<file path="src/rtl/mcc_pkg.sv">
package mcc_pkg;
  parameter int OPC_W   = 6;
  parameter int STATE_W = 4;
  parameter int SEL_W   = 2;

  localparam logic [OPC_W-1:0] OPC_RTYPE = 6'h00;
  localparam logic [OPC_W-1:0] OPC_LOAD  = 6'h23;
  localparam logic [OPC_W-1:0] OPC_STORE = 6'h2B;
  localparam logic [OPC_W-1:0] OPC_BEQ   = 6'h04;
  localparam logic [OPC_W-1:0] OPC_JUMP  = 6'h02;

  typedef enum logic [STATE_W-1:0] {
    ST_FETCH  = 4'd0,
    ST_DECODE = 4'd1,
    ST_ADDR   = 4'd2,
    ST_MRD    = 4'd3,
    ST_LWB    = 4'd4,
    ST_MWR    = 4'd5,
    ST_EXEC   = 4'd6,
    ST_RWB    = 4'd7,
    ST_BRANCH = 4'd8,
    ST_JUMP   = 4'd9
  } state_t;

  typedef struct packed {
    logic             mem_rd;
    logic             mem_wr;
    logic             addr_sel;
    logic             ir_ld;
    logic             dst_sel;
    logic             rf_we;
    logic             wb_sel;
    logic             srca_sel;
    logic [SEL_W-1:0] srcb_sel;
    logic [SEL_W-1:0] alu_op;
    logic             pc_we;
    logic             pc_we_cond;
    logic [SEL_W-1:0] pc_src;
  } ctrl_t;

  localparam logic [SEL_W-1:0] SRCB_REG  = 2'b00;
  localparam logic [SEL_W-1:0] SRCB_FOUR = 2'b01;
  localparam logic [SEL_W-1:0] SRCB_IMM  = 2'b10;
  localparam logic [SEL_W-1:0] SRCB_OFS  = 2'b11;
  localparam logic [SEL_W-1:0] ALU_ADD   = 2'b00;
  localparam logic [SEL_W-1:0] ALU_SUB   = 2'b01;
  localparam logic [SEL_W-1:0] ALU_FUNCT = 2'b10;
  localparam logic [SEL_W-1:0] PCS_ALU   = 2'b00;
  localparam logic [SEL_W-1:0] PCS_OUT   = 2'b01;
  localparam logic [SEL_W-1:0] PCS_JMP   = 2'b10;
endpackage

</file>
<file path="src/rtl/mcc_next_state.sv">
module mcc_next_state
  import mcc_pkg::*;
(
  input  state_t           cur,
  input  logic [OPC_W-1:0] opcode,
  output state_t           nxt
);
  always_comb begin
    nxt = ST_FETCH;
    case (cur)
      ST_FETCH:  nxt = ST_DECODE;
      ST_DECODE: begin
        case (opcode)
          OPC_RTYPE:           nxt = ST_EXEC;
          OPC_LOAD, OPC_STORE: nxt = ST_ADDR;
          OPC_BEQ:             nxt = ST_BRANCH;
          OPC_JUMP:            nxt = ST_JUMP;
          default:             nxt = ST_FETCH;
        endcase
      end
      ST_ADDR:   nxt = (opcode == OPC_STORE) ? ST_MWR : ST_MRD;
      ST_MRD:    nxt = ST_LWB;
      ST_EXEC:   nxt = ST_RWB;
      default:   nxt = ST_FETCH;
    endcase
  end
endmodule

</file>
<file path="src/rtl/mcc_ctrl_decode.sv">
module mcc_ctrl_decode
  import mcc_pkg::*;
(
  input  state_t st,
  output ctrl_t  ctl
);
  always_comb begin
    ctl = '0;
    case (st)
      ST_FETCH: begin
        ctl.mem_rd   = 1'b1;
        ctl.ir_ld    = 1'b1;
        ctl.pc_we    = 1'b1;
        ctl.srcb_sel = SRCB_FOUR;
        ctl.alu_op   = ALU_ADD;
        ctl.pc_src   = PCS_ALU;
      end
      ST_DECODE: begin
        ctl.srcb_sel = SRCB_OFS;
        ctl.alu_op   = ALU_ADD;
      end
      ST_ADDR: begin
        ctl.srca_sel = 1'b1;
        ctl.srcb_sel = SRCB_IMM;
        ctl.alu_op   = ALU_ADD;
      end
      ST_MRD: begin
        ctl.mem_rd   = 1'b1;
        ctl.addr_sel = 1'b1;
      end
      ST_LWB: begin
        ctl.rf_we  = 1'b1;
        ctl.wb_sel = 1'b1;
      end
      ST_MWR: begin
        ctl.mem_wr   = 1'b1;
        ctl.addr_sel = 1'b1;
      end
      ST_EXEC: begin
        ctl.srca_sel = 1'b1;
        ctl.srcb_sel = SRCB_REG;
        ctl.alu_op   = ALU_FUNCT;
      end
      ST_RWB: begin
        ctl.rf_we   = 1'b1;
        ctl.dst_sel = 1'b1;
      end
      ST_BRANCH: begin
        ctl.srca_sel   = 1'b1;
        ctl.srcb_sel   = SRCB_REG;
        ctl.alu_op     = ALU_SUB;
        ctl.pc_we_cond = 1'b1;
        ctl.pc_src     = PCS_OUT;
      end
      ST_JUMP: begin
        ctl.pc_we  = 1'b1;
        ctl.pc_src = PCS_JMP;
      end
      default: ctl = '0;
    endcase
  end
endmodule

</file>
<file path="src/rtl/mc_ctrl_fsm.sv">
module mc_ctrl_fsm
  import mcc_pkg::*;
(
  input  logic               clk,
  input  logic               rst,
  input  logic [OPC_W-1:0]   opcode,
  output logic               mem_rd,
  output logic               mem_wr,
  output logic               addr_sel,
  output logic               ir_ld,
  output logic               dst_sel,
  output logic               rf_we,
  output logic               wb_sel,
  output logic               srca_sel,
  output logic [SEL_W-1:0]   srcb_sel,
  output logic [SEL_W-1:0]   alu_op,
  output logic               pc_we,
  output logic               pc_we_cond,
  output logic [SEL_W-1:0]   pc_src,
  output logic [STATE_W-1:0] fsm_state
);
  state_t state_q, state_nxt, state_d;
  ctrl_t  ctl_d, ctl_q;

  mcc_next_state u_next (
    .cur    (state_q),
    .opcode (opcode),
    .nxt    (state_nxt)
  );

  assign state_d = rst ? ST_FETCH : state_nxt;

  // Controls are decoded from the state being entered so they register alongside it.
  mcc_ctrl_decode u_dec (
    .st  (state_d),
    .ctl (ctl_d)
  );

  always_ff @(posedge clk) begin
    state_q <= state_d;
    ctl_q   <= ctl_d;
  end

  assign fsm_state  = state_q;
  assign mem_rd     = ctl_q.mem_rd;
  assign mem_wr     = ctl_q.mem_wr;
  assign addr_sel   = ctl_q.addr_sel;
  assign ir_ld      = ctl_q.ir_ld;
  assign dst_sel    = ctl_q.dst_sel;
  assign rf_we      = ctl_q.rf_we;
  assign wb_sel     = ctl_q.wb_sel;
  assign srca_sel   = ctl_q.srca_sel;
  assign srcb_sel   = ctl_q.srcb_sel;
  assign alu_op     = ctl_q.alu_op;
  assign pc_we      = ctl_q.pc_we;
  assign pc_we_cond = ctl_q.pc_we_cond;
  assign pc_src     = ctl_q.pc_src;

  AST_RESET_TO_FETCH: assert property (@(posedge clk)
    $past(rst) |-> (state_q == ST_FETCH && ir_ld && mem_rd));

  AST_FETCH_THEN_DECODE: assert property (@(posedge clk) disable iff (rst)
    (state_q == ST_FETCH) |=> (state_q == ST_DECODE));

  AST_DECODE_DISPATCH: assert property (@(posedge clk) disable iff (rst)
    (state_q == ST_DECODE) |=> (state_q inside {ST_FETCH, ST_ADDR, ST_EXEC, ST_BRANCH, ST_JUMP}));

  AST_STORE_RETURNS: assert property (@(posedge clk) disable iff (rst)
    mem_wr |=> (state_q == ST_FETCH));

  AST_WRITEBACK_RETURNS: assert property (@(posedge clk) disable iff (rst)
    rf_we |=> (state_q == ST_FETCH));

  AST_ONE_MEM_ACCESS: assert property (@(posedge clk) disable iff (rst)
    !(mem_rd && mem_wr));

  AST_PC_WRITE_EXCL: assert property (@(posedge clk) disable iff (rst)
    !(pc_we && pc_we_cond));

  AST_RF_NOT_WITH_MEM: assert property (@(posedge clk) disable iff (rst)
    rf_we |-> !(mem_rd || mem_wr));
endmodule

</file>
<file path="config.mk">
export PLATFORM = sky130hd
export DESIGN_NAME = mc_ctrl_fsm
export DESIGN_NICKNAME = d
export VERILOG_FILES = /design/src/rtl/mcc_pkg.sv /design/src/rtl/mcc_next_state.sv /design/src/rtl/mcc_ctrl_decode.sv /design/src/rtl/mc_ctrl_fsm.sv
export SDC_FILE = /design/constraint.sdc
export NUM_CORES = 1
export LEC_CHECK = 0
export ABC_AREA = 1
export BUFFER_PORTS_ARGS = -buffer_cell sky130_fd_sc_hd__buf_4
export CORE_MARGIN = 3
export CORE_UTILIZATION = 36
export DETAILED_ROUTE_END_ITERATION = 12
export GPL_TIMING_DRIVEN = 0
export PLACE_DENSITY = 0.69
export SYNTH_ARGS = -nofsm -noshare
export SYNTH_HDL_FRONTEND = slang
export SYNTH_HIERARCHICAL = 1
export SYNTH_SLANG_ARGS = --single-unit
export TNS_END_PERCENT = 20
</file>
<file path="constraint.sdc">
create_clock -name clk -period 1.6 [get_ports clk]
set_input_delay 0.24 -clock clk [delete_from_list [all_inputs] [get_ports clk]]
set_output_delay 0.24 -clock clk [all_outputs]
set_load 0.02 [all_outputs]
</file>
Yosys cells after proc, flatten, opt, wreduce, memory -nomap -nowiden
Cells that the tools add are included.
{ "totals": {"reg_bits": 20, "inputBits": 8, "out_inout_bits": 20, "elab_cells": 56} }
{ "classes": {"eq_ne": 17, "n_mux": 16, "n_reduce_logical": 9} }
{ "ops": {"columns": ["op", "count"], "rows": [
  ["4-bit one-hot mux with 5 select lines", 2],
  ["4-bit by 3-bit equality test with 1-bit output, second input constant", 5],
  ["4-bit by 2-bit equality test with 1-bit output, second input constant", 4],
  ["4-bit one-hot mux with 4 select lines", 1],
  ["6-bit equality test, second input constant", 2],
  ["1-bit two-way mux", 10],
  ["2-bit OR reduction", 5],
  ["4-bit by 1-bit equality test with 1-bit output, second input constant", 2],
  ["4-bit equality test, second input constant", 2],
  ["4-bit zero test", 2],
  ["6-bit by 2-bit equality test with 1-bit output, second input constant", 1],
  ["6-bit by 3-bit equality test with 1-bit output, second input constant", 1],
  ["6-bit zero test", 1],
  ["4-bit two-way mux", 1],
  ["2-bit one-hot mux with 2 select lines", 1],
  ["3-bit two-way mux", 1],
  ["3-bit OR reduction", 1]
]} }

Logic depth before layout (Yosys ltp)
{ "logic_depth": {"depth_word": 8, "ltp_mapped": 13, "ltp_nobuf": 12} }

Modules after synthesis
Netlist, hierarchy kept.
{ "by_module_without_submodules": {"columns": ["module", "instances", "cells_each", "area_per_inst_um2"], "rows": [
  ["mc_ctrl_fsm", 1, 28, 430.4],
  ["mcc_next_state", 1, 46, 198.9],
  ["mcc_ctrl_decode", 1, 35, 145.1]
]} }

Worst setup path after synthesis
OpenSTA, ideal clock, no wires.
{ "synth_path": {"path_kind": "flip-flop to flip-flop", "startpoint": "reg state_q[0], in the netlist fsm_state[0]", "endpoint": "reg ctl_q (netlist bit pc_we_cond)", "setup_time_ns": 0.111, "arrival_ns": 1.569, "path_slack_ns": -0.080, "stages_incl_launch_ff": 12, "path_buffers": 1, "cell_sequence": "dfxtp_1 > inv_1 > nor2_2 > nand2_1 > or2_0 > nand3_1 > inv_1 > nor2_1 > nor2_2 > nand2_1 > inv_1 > buf_4"} }
{ "synth_lines": {"columns": ["item", "line_no", "rtl"], "rows": [
  ["start: declaration", "mc_ctrl_fsm.sv:22", "state_t state_q, state_nxt, state_d;"],
  ["start signal: assignment", "mc_ctrl_fsm.sv:40", "state_q <= state_d;"],
  ["end signal: assignment", "mc_ctrl_fsm.sv:41", "ctl_q <= ctl_d;"],
  ["end: declaration", "mc_ctrl_fsm.sv:23", "ctrl_t ctl_d, ctl_q;"]
]} }

==> flow_metrics.tcl <==
set metrics [dict create \
    die_h_microns 52.4 \
    grt_pass1_wl_mm 2.44 \
    diodes 0 \
    worstMarginPinSlew_ps 224 \
    p_leak_nw 0.628 \
    yosysSeqAreaShare_pct 51.7 \
    synthSimpleGateAreaFrac_pct 34.4 \
    clock_path_buffers 2 \
    ys_ff_latch 20 \
    power.internal_w 0.000809 \
    io_pins 28 \
    drc 0 \
    placed_area_sq_mm 0.00102 \
    outcome "finished clean" \
    grt_pass1_vias 614 \
    swShare_pct 20.9 \
    insertion_delay_ps 290 \
    finalClockSkew_ps 3.06 \
    ir_worst_vdd_v 0.000718 \
    clock_sinks 20 \
    path_max_fanout 5 \
    grt_usage_pct 11.8 \
    clkSlewWorstSetupHoldPaths_ps 110 \
    design_area_sq_mm 0.00114 \
    power_density_mw_per_mm2 894 \
    fillers 186 \
    dp_hpwl_mm 1.15 \
    rsz0062_at_grt "true" \
    post-route-min-period_ps 1510 \
    synth_area_sq_um 774 \
    syn-num-nets 117 \
    fmax_ghz 0.663 \
    crit_type "reg -> reg" \
    antenna_left 0 \
    muxShareOfSynthArea_pct 0 \
    worstSetupEndpointType "flip-flop" \
    finalPower_w 0.00102 \
    sequentialPowerShare_pct 50.5 \
    synth_top_area_share_pct 51.7 \
    min_period_over_period_pct 94.3 \
    maxCapViolCount 0 \
    drtIter0Drc 6 \
    power_frac_comb_pct 10.4 \
    first_pass_iters 4 \
    p_sw_w 0.000213 \
    htree_levels 1 \
    relSlewSlack_pct 85.0 \
    pwr-share-clk_pct 39.1 \
    dieArea_sq_mm 0.00274 \
    layout.nets 153 \
    synthTopCellsByArea "dfxtp_1 52%, nand2_1 12%, inv_1 11%" \
    syn2layout_area_growth_pct 47.7 \
    wire_per_inst_microns 8.74 \
    syn_inst 109 \
    hold_path.class "in -> reg" \
    coreArea_sq_mm 0.00200 \
    core.rowCount 16 \
    grt_max_degree 13 \
    maxSlewViolCount 0 \
    io_buffers 27 \
    cts_tree "done" \
    cp-start-kind "flip-flop" \
    place_congestion 0.750 \
    overflow 0 \
    ys_types 14 \
    drive_above_1_share_pct 36.8 \
    ys_warn_count 6 \
    cts-root-buf "clkbuf_4" \
    wirelength_mm 1.49 \
    avgSynthCellArea_sq_um 7.11 \
    antenna_found_initial 0 \
    hold_violations 0 \
    synth_compound_area_share_pct 1.29 \
    synthAdderAreaFrac_pct 0 \
    via_per_inst 4.26 \
    numCtsBuffers 3 \
    cp.arrival_ps 1720 \
    chipWidth_microns 52.4 \
    whs_ps 194 \
    synth_top_family_by_area "simple AND/OR/NAND/NOR gates" \
    critPathRequiredTime_ps 1810 \
    via_count 728 \
    synth_xor_area_share_pct 0 \
    initial_core_util_pct 38.7 \
    yosys.area.top_type "dfxtp_1" \
    setup_viol 0 \
]
[registers in the layout, summed over array words and instances (netlist names)]
name        flops
fsm_state       4
alu_op          2
pc_src          2
srcb_sel        2
addr_sel        1
dst_sel         1
ir_ld           1
mem_rd          1
mem_wr          1
pc_we           1
pc_we_cond      1
rf_we           1
srca_sel        1
wb_sel          1
[final cells by class]
class,count,area (sq um),share of cell area [%]
flip-flops and latches,20,405,35.4
multi-input cells,64,322,28.1
repair buffers,31,233,20.4
inverters,24,90.1,7.88
well taps,27,33.8,2.95
clock inverters,1,30.0,2.63
clock buffers,3,22.5,1.97
plain buffers,1,7.51,0.656
[kinds of logic (layout without fill, tap and decap cells)]
group / after synthesis / in the layout
buf+inv: 25 / 60
flops: 20 / 20
compound gates: 2 / 2
simple gates: 62 / 62
[final timing paths]
kind / cells after the start / to / slack, ps / startpoint
hold / removal: 2 / fsm_state[0]$_DFF_P_ / 190 / rst
setup reg to reg: 11 / pc_we_cond$_DFF_P_ / 90 / fsm_state[0]$_DFF_P_
setup / recovery: 11 / pc_we_cond$_DFF_P_ / 90 / fsm_state[0]$_DFF_P_
hold reg to reg: 5 / fsm_state[0]$_DFF_P_ / 700 / fsm_state[0]$_DFF_P_
[Yosys cell counts (all sizes together)]
master,instances
nor2,26
nand2,25
inv,24
dfxtp,20
nand3,7
nor3,2
a21oi,1
buf,1
nand4,1
o21ai,1
or2,1
[layer usage]
metal	GRT usage, %	wire (microns)	part of all wire [%]
met1	13.1	629	42
met2	19.6	747	50
met3	3.99	86	5.8
met4	5.96	31	2.1
met5	0	0	0
[critical path, stage by stage, from the launching register on]
cell and delay (ps):
dfxtp_2 350, inv_1 60, nor2_2 110, nand2_1 70
or2_0 220, nand3_1 70, inv_1 60, nor2_4 150
nor2_2 70, nand2_2 70, inv_1 50, buf_4 120
[cells in the final DEF (no fill, tap or decap), drive strengths merged]
cell type,n
bufinv,1
or2,1
nand3,7
clkbuf,3
nor3,2
inv,24
nand4,1
buf,32
a21oi,1
o21ai,1
nand2,25
dfxtp,20
nor2,26
[metrics by stage]
step           utilization, %  setup TNS (ps)  setup WS (ps)  instances
2_1_floorplan               -               0           41.7        109
3_3_place_gp             50.9            -235           -122        163
3_5_place_dp             50.9            -481           -160        163
4_1_cts                  54.3               0           6.84        167
5_1_grt                  57.1            -288          -70.8        171
6_report                 57.1               0           91.6        171
[repair_timing]
item,in CTS,in global routing
endpoints found under the setup margin,9,15
setup buffers,0,4
cloned,0,0
hold buffers,0,0
pin swaps,1,2
gates resized for setup,4,8
[power by group through the flow]
stage / Sequential, W / Combinational (W) / Clock, W
4_1_cts: 0.000517 / 0.0000983 / 0.000409
3_3_place_gp: 0.000529 / 0.0000935 / 0
6_report: 0.000516 / 0.000106 / 0.000400
2_1_floorplan: 0.000546 / 0.0000331 / 0
3_5_place_dp: 0.000529 / 0.0000956 / 0
5_1_grt: 0.000518 / 0.000117 / 0.000439
(Power assumes the default switching activity.)
